### config.mk
export PLATFORM = sky130hd
export DESIGN_NAME = tsrle_writer
export DESIGN_NICKNAME = d
export VERILOG_FILES = /design/src/rtl/tsrle_pkg.sv /design/src/rtl/tsrle_stamp.sv /design/src/rtl/tsrle_pos.sv /design/src/rtl/tsrle_wport.sv /design/src/rtl/tsrle_writer.sv
export SDC_FILE = /design/constraint.sdc
export NUM_CORES = 1
export LEC_CHECK = 0
export ABC_AREA = 1
export CORE_ASPECT_RATIO = 1.1
export CORE_MARGIN = 2
export CORE_UTILIZATION = 45
export DETAILED_ROUTE_END_ITERATION = 16
export PLACE_DENSITY = 0.71
export SLEW_MARGIN = 10
export SYNTH_ARGS = -nofsm -noshare
export SYNTH_HDL_FRONTEND = slang
export SYNTH_SLANG_ARGS = --single-unit
### constraint.sdc
create_clock -name clk -period 4 [get_ports clk]
set_clock_uncertainty 0.15 [all_clocks]
set_input_delay 1.2 -clock clk [delete_from_list [all_inputs] [get_ports clk]]
set_output_delay 1.2 -clock clk [all_outputs]
set_load 0.02 [all_outputs]
### src/rtl/tsrle_pkg.sv
package tsrle_pkg;
  localparam int unsigned SLOTS  = 7;  // sample words per cluster
  localparam int unsigned WORD_W = 3;  // word index width inside a cluster

  // event index inside a row: whole clusters before, plus filled slots
  function automatic int unsigned evt_of(input int unsigned clu, input int unsigned filled);
    return clu * SLOTS + filled;
  endfunction
endpackage

### src/rtl/tsrle_stamp.sv
module tsrle_stamp #(
  parameter int TS_W = 16
) (
  input  logic            clk,
  input  logic            rst_n,
  input  logic            adv_i,
  output logic [TS_W-1:0] ts_o
);
  always_ff @(posedge clk or negedge rst_n) begin
    if (!rst_n)     ts_o <= '0;
    else if (adv_i) ts_o <= ts_o + 1'b1;
  end
endmodule

### src/rtl/tsrle_pos.sv
module tsrle_pos #(
  parameter int ROW_W = 15,
  parameter int CLU_W = 6
) (
  input  logic             clk,
  input  logic             rst_n,
  input  logic             adv_i,
  output logic [ROW_W-1:0] row_o,
  output logic [CLU_W-1:0] clu_o,
  output logic             round_o
);
  logic clu_last, row_last;
  assign clu_last = (clu_o == {CLU_W{1'b1}});
  assign row_last = (row_o == {ROW_W{1'b1}});

  always_ff @(posedge clk or negedge rst_n) begin
    if (!rst_n) begin
      row_o   <= '0;
      clu_o   <= '0;
      round_o <= 1'b0;
    end else if (adv_i) begin
      clu_o <= clu_o + 1'b1;
      if (clu_last) begin
        row_o <= row_o + 1'b1;
        if (row_last) round_o <= 1'b1;
      end
    end
  end
endmodule

### src/rtl/tsrle_wport.sv
module tsrle_wport #(
  parameter int ADDR_W = 24,
  parameter int DATA_W = 16
) (
  input  logic              clk,
  input  logic              rst_n,
  input  logic              open_i,
  input  logic              store_i,
  input  logic [ADDR_W-1:0] stamp_addr_i,
  input  logic [DATA_W-1:0] stamp_data_i,
  input  logic [ADDR_W-1:0] pend_addr_i,
  input  logic [DATA_W-1:0] pend_data_i,
  input  logic [ADDR_W-1:0] store_addr_i,
  input  logic [DATA_W-1:0] store_data_i,
  output logic              wr_en_o,
  output logic [ADDR_W-1:0] wr_addr_o,
  output logic [DATA_W-1:0] wr_data_o
);
  logic              pend_v_q;
  logic [ADDR_W-1:0] pend_addr_q;
  logic [DATA_W-1:0] pend_data_q;

  always_ff @(posedge clk or negedge rst_n) begin
    if (!rst_n) begin
      pend_v_q    <= 1'b0;
      pend_addr_q <= '0;
      pend_data_q <= '0;
      wr_en_o     <= 1'b0;
      wr_addr_o   <= '0;
      wr_data_o   <= '0;
    end else begin
      pend_v_q <= open_i;
      if (open_i) begin
        pend_addr_q <= pend_addr_i;
        pend_data_q <= pend_data_i;
      end
      wr_en_o <= open_i | store_i | pend_v_q;
      if (pend_v_q) begin
        wr_addr_o <= pend_addr_q;
        wr_data_o <= pend_data_q;
      end else if (open_i) begin
        wr_addr_o <= stamp_addr_i;
        wr_data_o <= stamp_data_i;
      end else if (store_i) begin
        wr_addr_o <= store_addr_i;
        wr_data_o <= store_data_i;
      end
    end
  end
endmodule

### src/rtl/tsrle_writer.sv
module tsrle_writer
  import tsrle_pkg::*;
#(
  parameter int DATA_W = 16,
  parameter int TS_W   = 16,
  parameter int ROW_W  = 15,
  parameter int CLU_W  = 6,
  parameter int EVT_W  = 9
) (
  input  logic                      clk,
  input  logic                      rst_n,
  input  logic [DATA_W-1:0]         smp_i,
  input  logic                      smp_valid_i,
  input  logic                      stop_i,
  output logic                      wr_en_o,
  output logic [ROW_W+CLU_W+2:0]    wr_addr_o,
  output logic [DATA_W-1:0]         wr_data_o,
  output logic                      stop_done_o,
  output logic [ROW_W+EVT_W-1:0]    stop_pos_o,
  output logic                      round_o
);
  localparam int ADDR_W = ROW_W + CLU_W + WORD_W;
  localparam int POS_W  = ROW_W + EVT_W;

  logic              stopped_q;
  logic [DATA_W-1:0] last_q;
  logic [WORD_W-1:0] fill_q;
  logic [TS_W-1:0]   ts_q;
  logic [ROW_W-1:0]  row_q;
  logic [CLU_W-1:0]  clu_q;

  // named events, shared with the checker
  logic tick, stop_evt, is_open, ts_zero, differs;
  logic open_now, store_more, close_full, close_stop, clu_adv;
  logic [WORD_W-1:0] fill_nxt;
  logic [EVT_W-1:0]  evt_now;

  assign tick       = smp_valid_i & ~stop_i & ~stopped_q;  // stop wins
  assign stop_evt   = stop_i & ~stopped_q;
  assign is_open    = (fill_q != '0);
  assign ts_zero    = (ts_q == '0);
  assign differs    = (smp_i != last_q);
  assign open_now   = tick & ~is_open & (differs | ts_zero);
  assign store_more = tick & is_open;
  assign fill_nxt   = fill_q + 1'b1;
  assign close_full = store_more & (fill_nxt == WORD_W'(SLOTS));
  assign close_stop = stop_evt & is_open;
  assign clu_adv    = close_full | close_stop;
  assign evt_now    = EVT_W'(evt_of(32'(clu_q), 32'(fill_q)));

  tsrle_stamp #(.TS_W(TS_W)) u_stamp (
    .clk   (clk),
    .rst_n (rst_n),
    .adv_i (tick),
    .ts_o  (ts_q)
  );

  tsrle_pos #(.ROW_W(ROW_W), .CLU_W(CLU_W)) u_pos (
    .clk     (clk),
    .rst_n   (rst_n),
    .adv_i   (clu_adv),
    .row_o   (row_q),
    .clu_o   (clu_q),
    .round_o (round_o)
  );

  tsrle_wport #(.ADDR_W(ADDR_W), .DATA_W(DATA_W)) u_wport (
    .clk          (clk),
    .rst_n        (rst_n),
    .open_i       (open_now),
    .store_i      (store_more),
    .stamp_addr_i ({row_q, clu_q, WORD_W'(0)}),
    .stamp_data_i (DATA_W'(ts_q)),
    .pend_addr_i  ({row_q, clu_q, WORD_W'(1)}),
    .pend_data_i  (smp_i),
    .store_addr_i ({row_q, clu_q, fill_nxt}),
    .store_data_i (smp_i),
    .wr_en_o      (wr_en_o),
    .wr_addr_o    (wr_addr_o),
    .wr_data_o    (wr_data_o)
  );

  always_ff @(posedge clk or negedge rst_n) begin
    if (!rst_n) begin
      stopped_q  <= 1'b0;
      last_q     <= '0;
      fill_q     <= '0;
      stop_pos_o <= '0;
    end else begin
      if (stop_evt) begin
        stopped_q  <= 1'b1;
        stop_pos_o <= POS_W'({row_q, evt_now});
      end
      if (open_now | store_more) last_q <= smp_i;
      if (clu_adv)         fill_q <= '0;
      else if (open_now)   fill_q <= WORD_W'(1);
      else if (store_more) fill_q <= fill_nxt;
    end
  end

  assign stop_done_o = stopped_q;
endmodule

==> summary.txt, run 1 <==
Status: finished clean
Arr. time, crit path: 3430 ps
Top fanout value on the critical path: 36
Clock latency on the worst-skew pair: 430 ps
Initial DRC Count: 418
Post-Syn Area: 8000 µm²
DP HPWL: 12500 µm
Syn nets: 1010
Share of cells above drive strength 1: 6.10%
CP max stage cell: clkdlybuf4s50_1
Power Density: 359 nW/µm²
Die W: 131 µm
IO Port Bufs: 86
Core area: 17500 µm²
Initial Util: 45.6%
Slew Limit Headroom: 44.8%
PostCTS Resize Cnt: 0
Critical Path RT: 4180 ps
Placed Instances: 1256
Clock root buffer: clkbuf_16
Vias per inst: 4.91
Slew Limit Fails: 0
Post CTS Setup Buffer Count: 0
Post-Syn Instances: 957
Cts hold-fix bufs: 0
Crit path buf inv count: 4
Final setup fails: 0
First-pass GRT wire length: 29900 µm
Final nets: 1090
Synth warn: 0
Min Clock Period, post-route: 3250 ps
Area added between synthesis and finish: 20.8%
Core Rows: 51
ANT cells: 0
Power, Total: 3.47 mW
Gr usage total: 19.9%
Syn avg cell area: 8.36 µm²
Tcrit/Tclk final: 81.3%
Largest net degree at the start of global routing: 88
Most frequent CP cell: nand2_1
Max-cap violation count: 0
Leak pwr: 4.84 nW
Fin cells: 1288
Crit Path Category: input port to flip-flop
Total global routing overflow: 0
Vias in the first global route: 6117
Worst-Margin Slew: 827 ps
Util after Layout: 55.1%
RSZ-0062 raised after global routing: false
Routed len/inst: 13.8 µm
Die height: 144 µm
CTS tree: yes
Setup TNS: 0 ps
Initial antenna violation count: 0
Placer Congestion: 0.840
CTS Sinks: 162
Sequential fraction of the synthesis area: 50.6%
Final wirelength: 17700 µm
CP peak stage delay: 550 ps
Final hold slack: 319 ps
Sequential Area: 4060 µm²
Reg clk slew, reported paths: 60 ps
Startpoint types: input port
FF+latch count, synth: 162
H-tree levels: 4
Cell Chain, Critical Path: clkdlybuf4s50_1 -> inv_1 -> nand2_1 -> nand2_1 -> nor2_1 -> nand2_1 -> nor2_1 -> nand3_2 -> nand2_4 -> buf_4 -> buf_4 -> nand2_1 -> o21ai_0
CTS Buffer Depth: 2
F_max: 0.308 GHz
Detailed-router iteration count before antenna repair: 7
Final ANT Viol Nets: 0
Hold Violations, Final: 0
Drc violations: 0
Maximum vdd drop: 0.299 mV
Die area: 18900 µm²
Crit end category: flip-flop
Multi-input gate area: 3330 µm²
CTS Buf Count: 17
Via count: 6326
Delay-heaviest family, CP: buffers and inverters
Ports: 87
Fill cells: 1619
Hold Path Class: flip-flop to flip-flop
Synth unique cells: 35
[layout make-up]
type	count	area share (%)
inverters	113	4.39
clock inverters	11	1.58
flip-flops and latches	162	41.9
multi-input cells	645	34.5
well taps	238	3.08
repair buffers	98	9.85
clock buffers	21	4.66
[synthesized netlist by cell type, drive strengths merged]
cell | count | share of area (%)
dfrtp | 162 | 51
nor3 | 12 | 0.88
fa | 7 | 1.8
xnor2 | 1 | 0.11
a21oi | 15 | 0.94
or2 | 2 | 0.16
buf | 20 | 1.7
a21o | 2 | 0.19
a31o | 1 | 0.11
nor2 | 44 | 2.4
nor4 | 2 | 0.16
and3 | 1 | 0.078
a31oi | 4 | 0.31
nand4 | 31 | 2.4
o21ai | 114 | 7.2
inv | 113 | 5.3
xor2 | 33 | 3.6
clkbuf | 17 | 0.80
ha | 26 | 4.1
nand3 | 23 | 1.7
a22oi | 1 | 0.094
nand2 | 326 | 16
[flip-flops by register name, indices dropped and copies added, names as in the netlist, 3 cells and up]
signal	count
u_wport.pend_data_q	16
u_pos.row_o	15
u_pos.clu_o	6
fill_q	3
u_wport.wr_data_o	16
u_stamp.ts_o	16
u_wport.pend_addr_q	22
stop_pos_o	24
u_wport.wr_addr_o	24
last_q	16
[through the flow]
stage                     area (µm²)  worst slack, ps
after floorplan                 8000             1220
after global placement          9060              356
after detailed placement        9060              314
after CTS                       9670              731
after global routing            9670              561
final                           9670              748
[power by group]
part / switching, mW / internal (mW) / leakage [nW]
clock: 0.661 / 1.00 / 0.296
sequential: 0.00835 / 1.65 / 1.91
combinational: 0.0909 / 0.0587 / 2.63
[worst paths after layout]
path / start / to / slack (ps) / cells past startpoint
max in group asynchronous: rst_n / u_stamp.ts_o[11] / 2200 / 2
min in group asynchronous: rst_n / stop_pos_o[23] / 680 / 1
max: smp_i[3] / u_wport.pend_addr_q[13] / 750 / 13
min reg2reg: u_stamp.ts_o[13] / u_stamp.ts_o[13] / 320 / 1
max reg2reg: u_pos.clu_o[0] / stop_pos_o[7] / 1030 / 12
min: u_stamp.ts_o[13] / u_stamp.ts_o[13] / 320 / 1
[placed cells by master, fill, tap and decap left out, types with 2 or more instances in the layout]
cell,netlist,final
inv_1,108,108
clkbuf_1,17,3
clkinv_2,0,2
nand3_1,21,21
nor4_1,2,2
nand2_4,2,3
o21ai_1,12,12
inv_6,0,2
ha_1,26,26
nor2_1,39,39
buf_4,7,12
a31oi_1,4,4
clkinv_4,0,4
nand2_1,323,323
fa_1,7,7
nor2_2,4,4
bufinv_16,0,3
nand4_1,31,31
xor2_1,33,33
clkdlybuf4s50_1,0,85
a21o_1,2,2
dfrtp_1,162,161
nor3_1,10,10
clkbuf_16,0,17
a21oi_1,15,15
or2_2,2,2
nor3_2,2,2
o21ai_0,101,101
inv_2,5,5
[logic make-up (layout without fill, tap and decap cells)]
group,Yosys count,count (layout),synth area share (%)
adder cells (fa/ha/maj),33,33,5.82
AND/OR/NAND/NOR,441,441,23.2
XOR/XNOR,34,34,3.72
flip-flops,162,162,50.6
buffers and inverters,150,243,7.75
AO/OA/AOI/OAI,137,137,8.82
[worst register-to-register path: cells and delay by family (launching register included)]
kind	cells	cell delay (ps)
adders and majority gates	3	1480
DFF	1	490
and+or+nand+nor	4	280
AOI/OAI and AO/OA	2	190
buffers and inverters	2	160
xor gates and xnor gates	1	140
[per-layer routing]
metal | vias to the layer above | global-route usage [%] | part of all wire, %
li1 | 3192 | - | -
met1 | 2969 | 24.3 | 43
met2 | 139 | 35.0 | 50
met3 | 26 | 4.09 | 4.5
met4 | 0 | 7.49 | 2.2
met5 | - | 0 | 0
Note: power is estimated with default switching activity, not from simulation.
==> run 2, diff against run 1 <==
Clock period 4 ns to 3.24 ns, I/O delays scaled along.
==> run 2 against run 1 <==
- final cell count grew 1.1%
- via count up 1.6%
- critical path depth shrank 1
- critical endpoint is now stop_pos_o[7]
- highest routed layer unchanged
==> summary.txt, run 2 (synthesis results as in run 1) <==
Gr usage total: 20.3% (was 19.9%)
Top fanout value on the critical path: 5 (was 36)
CTS tree: yes (unchanged)
Die height: 144 µm (unchanged)
Util after Layout: 56.2% (was 55.1%)
Drc violations: 0 (unchanged)
First-pass GRT wire length: 30500 µm (was 29900 µm)
Leak pwr: 4.94 nW (was 4.84 nW)
Fill cells: 1558 (was 1619)
CTS Buffer Depth: 2 (unchanged)
Post CTS Setup Buffer Count: 0 (unchanged)
Core Rows: 51 (unchanged)
Max-cap violation count: 0 (unchanged)
Largest net degree at the start of global routing: 61 (was 88)
Startpoint types: flip-flop (was input port)
Vias in the first global route: 6315 (was 6117)
Largest registers: stop_pos_o x24, u_wport.wr_addr_o x24, u_wport.pend_addr_q x22 (unchanged)
Total global routing overflow: 0 (unchanged)
Arr. time, crit path: 3110 ps (was 3430 ps)
Crit Path Category: flip-flop to flip-flop (was input port to flip-flop)
IO Port Bufs: 86 (unchanged)
Clock root buffer: clkbuf_16 (unchanged)
Worst-Margin Slew: 632 ps (was 827 ps)
F_max: 0.344 GHz
CTS Sinks: 162 (unchanged)
Die W: 131 µm (unchanged)
Area added between synthesis and finish: 23.2% (was 20.8%)
Reg clk slew, reported paths: 60 ps (about the same)
Routed len/inst: 13.9 µm (was 13.8 µm)
Power Density: 442 nW/µm² (was 359 nW/µm²)
Clock latency on the worst-skew pair: 430 ps (about the same)
Final nets: 1104 (was 1090)
Status: finished clean (unchanged)
Die area: 18900 µm² (unchanged)
RSZ-0062 raised after global routing: false (unchanged)
CTS Buf Count: 17 (unchanged)
Power, Total: 4.36 mW (was 3.47 mW)
PostCTS Resize Cnt: 0 (unchanged)
Ports: 87 (unchanged)
Final setup fails: 0 (unchanged)
ANT cells: 0 (unchanged)
Final ANT Viol Nets: 0 (unchanged)
Hold Path Class: flip-flop to flip-flop (unchanged)
Most frequent cells in the layout: 323 x nand2_1, 161 x dfrtp_1, 108 x inv_1 (unchanged)
Cts hold-fix bufs: 0 (unchanged)
Critical Path RT: 3440 ps (was 4180 ps)
Initial antenna violation count: 0 (unchanged)
Detailed-router iteration count before antenna repair: 7 (unchanged)
Slew Limit Fails: 0 (unchanged)
Slew Limit Headroom: 57.9% (was 44.8%)
Final wirelength: 18100 µm (was 17700 µm)
Share of cells above drive strength 1: 7.33% (was 6.10%)
Maximum vdd drop: 0.392 mV (was 0.299 mV)
Hold Violations, Final: 0 (unchanged)
Via count: 6430 (was 6326)
Core area: 17500 µm² (unchanged)
H-tree levels: 4 (unchanged)
Placer Congestion: 0.821 (was 0.840)
Min Clock Period, post-route: 2910 ps
Commonest non-fill, non-tap cell in the layout: nand2_1 (unchanged)
Vias per inst: 4.94 (was 4.91)
Reg-to-reg slack, setup: 330 ps (was 1030 ps)
Initial DRC Count: 317 (was 418)
Tcrit/Tclk final: 89.7%
Setup TNS: 0 ps (unchanged)
Crit end category: flip-flop (unchanged)
Initial Util: 45.6% (unchanged)
DP HPWL: 12900 µm (was 12500 µm)
[run 2: cell count changes in the layout (fill, tap and decap cells not counted)]
cell | previous run | this run
clkinvlp_4 | 0 | 2
buf_4 | 12 | 20
bufinv_16 | 3 | 4
clkbuf_8 | 1 | 0
buf_12 | 0 | 6
clkinv_4 | 4 | 2
[run 2: worst max-delay path, cell delays in order (launching register included)]
cell,delay (ps)
dfrtp_1,470
fa_1,480
fa_1,530
inv_1,70
fa_1,410
inv_1,100
nand3_1,70
nand2_1,80
nand2_1,70
nand2_1,60
a21oi_1,70
xor2_1,140
o21ai_0,130
[run 2: layer usage]
metal	track usage (%)	share of wire, %	wire length, µm
met1	24.2	43	7820
met2	36.8	52	9360
met5	0	0	0
met3	3.35	3.3	592
met4	8.01	2.0	355
[run 2: power breakdown]
part	internal, mW	switching, mW	total, mW
clock	1.29	0.824	2.12
sequential	2.04	0.00880	2.05
combinational	0.0781	0.115	0.193
total	3.41	0.947	4.36
[run 2: final cells by class]
type	instances	area, µm²	share of cell area, %
Multi-Input combinational cell	645	3330	33.8
Timing Repair Buffer	112	1130	11.5
Tap cell	238	298	3.02
Clock buffer	20	437	4.43
Sequential cell	162	4060	41.1
Clock inverter	12	180	1.83
Inverter	113	424	4.30
[run 2: worst paths after layout]
path                             endpoint           start  cells past startpoint
setup / recovery            stop_pos_o[7]  u_pos.clu_o[2]                     12
hold / removal              stop_pos_o[1]   stop_pos_o[1]                      2
setup reg to reg            stop_pos_o[7]  u_pos.clu_o[2]                     12
hold reg to reg             stop_pos_o[1]   stop_pos_o[1]                      2
max in group asynchronous  u_pos.clu_o[1]           rst_n                      2
min in group asynchronous  stop_pos_o[13]           rst_n                      1
[run 2: metrics by stage]
stage	instances	cell area (µm²)	hold slack, ps	setup slack, ps
finish	1302	9860	324	334
global route	1302	9860	345	151
CTS	1302	9860	329	302
detailed placement	1270	9240	313	80.4
global placement	1270	9240	307	92.6
floorplan	957	8000	290	464
==> run 3, diff against run 2 <==
Settings changed: CORE_UTILIZATION 45 to 50, PLACE_DENSITY 0.71 to 0.77.
==> run 3 against run 2 <==
- sequential power is essentially flat
- wire length is essentially flat
- combinational power shrank 2%
- sequential share of layout area grew 0.71 points
- critical endpoint unchanged
- final cell count shrank 3.2%
- sequential cell count is the same
- hold slack lost 5.0 ps
- first-iteration DRC count grew 43%
- core utilization grew 5.7 points
==> summary.txt, run 3 (synthesis results as in run 1) <==
Die W: 125 µm (was 131 µm)
CTS tree: yes (unchanged)
RSZ-0062 raised after global routing: false (unchanged)
Gr usage total: 22.4% (was 20.3%)
Slew Limit Fails: 0 (unchanged)
First-pass GRT wire length: 30400 µm (was 30500 µm)
Die area: 17000 µm² (was 18900 µm²)
Commonest non-fill, non-tap cell in the layout: nand2_1 (unchanged)
Post CTS Setup Buffer Count: 0 (unchanged)
DP HPWL: 12600 µm (was 12900 µm)
Final wirelength: 18100 µm (about the same)
Clock root buffer: clkbuf_16 (unchanged)
Setup TNS: 0 ps (unchanged)
Crit path buf inv count: 2 (unchanged)
Status: finished clean (unchanged)
Crit Path Category: flip-flop to flip-flop (unchanged)
Hold path cells: 2 (unchanged)
H-tree levels: 4 (unchanged)
Arr. time, crit path: 3120 ps (was 3110 ps)
Crit end category: flip-flop (unchanged)
Detailed-router iteration count before antenna repair: 8 (was 7)
Util after Layout: 61.8% (was 56.2%)
IO Port Bufs: 86 (unchanged)
Hold Path Class: flip-flop to flip-flop (unchanged)
Fill cells: 1321 (was 1558)
Reg-to-reg slack, setup: 320 ps (was 330 ps)
Share of cells above drive strength 1: 7.26% (was 7.33%)
Drc violations: 0 (unchanged)
Power Density: 425 nW/µm² (was 442 nW/µm²)
Largest registers: stop_pos_o x24, u_wport.wr_addr_o x24, u_wport.pend_addr_q x22 (unchanged)
Tcrit/Tclk final: 90.0% (was 89.7%)
Worst-Margin Slew: 683 ps (was 632 ps)
Maximum vdd drop: 0.367 mV (was 0.392 mV)
Largest net degree at the start of global routing: 62 (was 61)
Vias per inst: 5.08 (was 4.94)
Placer Congestion: 0.884 (was 0.821)
Reg2Reg Depth: 12 (unchanged)
Delay-heaviest family, CP: adder cells (unchanged)
Initial DRC Count: 452 (was 317)
Core Rows: 48 (was 51)
Startpoint types: flip-flop (unchanged)
Top fanout value on the critical path: 5 (unchanged)
Reg clk slew, reported paths: 60 ps (about the same)
Max-cap violation count: 0 (unchanged)
Slew Limit Headroom: 54.5% (was 57.9%)
Area added between synthesis and finish: 21.1% (was 23.2%)
CTS Buf Count: 17 (unchanged)
PostCTS Resize Cnt: 0 (unchanged)
CTS Sinks: 162 (unchanged)
F_max: 0.343 GHz (was 0.344 GHz)
CP peak stage delay: 520 ps (was 530 ps)
Clock latency on the worst-skew pair: 430 ps (about the same)
Most frequent cells in the layout: 323 x nand2_1, 161 x dfrtp_1, 108 x inv_1 (unchanged)
Via count: 6402 (was 6430)
Ports: 87 (unchanged)
ANT cells: 0 (unchanged)
Vias in the first global route: 6309 (was 6315)
Total global routing overflow: 0 (unchanged)
Die height: 137 µm (was 144 µm)
CP max stage cell: fa_1 (unchanged)
Final setup fails: 0 (unchanged)
Min Clock Period, post-route: 2920 ps (was 2910 ps)
Final worst slack: 324 ps (was 334 ps)
Critical Path RT: 3440 ps (about the same)
Initial Util: 51.1% (was 45.6%)
Final ANT Viol Nets: 0 (unchanged)
Final nets: 1101 (was 1104)
Hold Violations, Final: 0 (unchanged)
Cts hold-fix bufs: 0 (unchanged)
Dpl ws: -49.5 ps (was 80.4 ps)
Core area: 15700 µm² (was 17500 µm²)
Cell Chain, Critical Path: fa_1 -> fa_1 -> inv_1 -> fa_1 -> inv_1 -> nand3_1 -> nand2_1 -> nand2_1 -> nand2_1 -> a21oi_1 -> xor2_1 -> o21ai_0 (unchanged)
Routed len/inst: 14.4 µm (was 13.9 µm)
Leak pwr: 4.88 nW (was 4.94 nW)
Initial antenna violation count: 0 (unchanged)
CTS Buffer Depth: 2 (unchanged)
Instance count on the critical path: 12 (unchanged)
-- run 3: layer usage --
layer / share of wire, % / vias up / track usage (%)
met1: 44 / 3016 / 28.2
met3: 5.0 / 19 / 5.04
li1: - / 3201 / -
met4: 1.4 / 0 / 7.49
met5: 0 / - / 0
met2: 50 / 166 / 38.6
-- run 3: cell type report --
class | instances | area, µm² | area share [%]
Timing Repair Buffer | 109 | 1070 | 11.1
Clock buffer | 21 | 480 | 4.96
Tap cell | 200 | 250 | 2.58
Inverter | 113 | 424 | 4.38
Sequential cell | 162 | 4060 | 41.8
Multi-Input combinational cell | 645 | 3330 | 34.4
Clock inverter | 10 | 77.6 | 0.800
-- run 3: metrics by stage --
stage | total power, mW | area, µm² | hold slack [ps] | instances
CTS | 4.16 | 9690 | 324 | 1260
finish | 4.12 | 9690 | 319 | 1260
global placement | 2.27 | 9140 | 307 | 1229
global route | 4.26 | 9690 | 351 | 1260
floorplan | 2.15 | 8000 | 290 | 957
detailed placement | 2.28 | 9140 | 309 | 1229
-- run 3: tightest hold or removal path, cell delays in order (launching register included) --
cell	delay [ps]
dfrtp_1	340
nand2_1	50
nand2_1	50
-- run 3: worst paths after layout --
kind,startpoint,end
max,u_pos.clu_o[2],stop_pos_o[7]
min in group asynchronous,rst_n,stop_pos_o[8]
max in group asynchronous,rst_n,u_wport.wr_addr_o[21]
min reg2reg,stop_pos_o[1],stop_pos_o[1]
min,stop_pos_o[1],stop_pos_o[1]
max reg2reg,u_pos.clu_o[2],stop_pos_o[7]
-- run 3: where the power goes --
part           leakage [nW]  switching [mW]  total [mW]  internal [mW]
Clock                 0.260           0.824        1.89           1.06
Sequential             1.91         0.00845        2.05           2.04
Combinational          2.71           0.114       0.189         0.0747
Total                  4.88           0.947        4.12           3.17
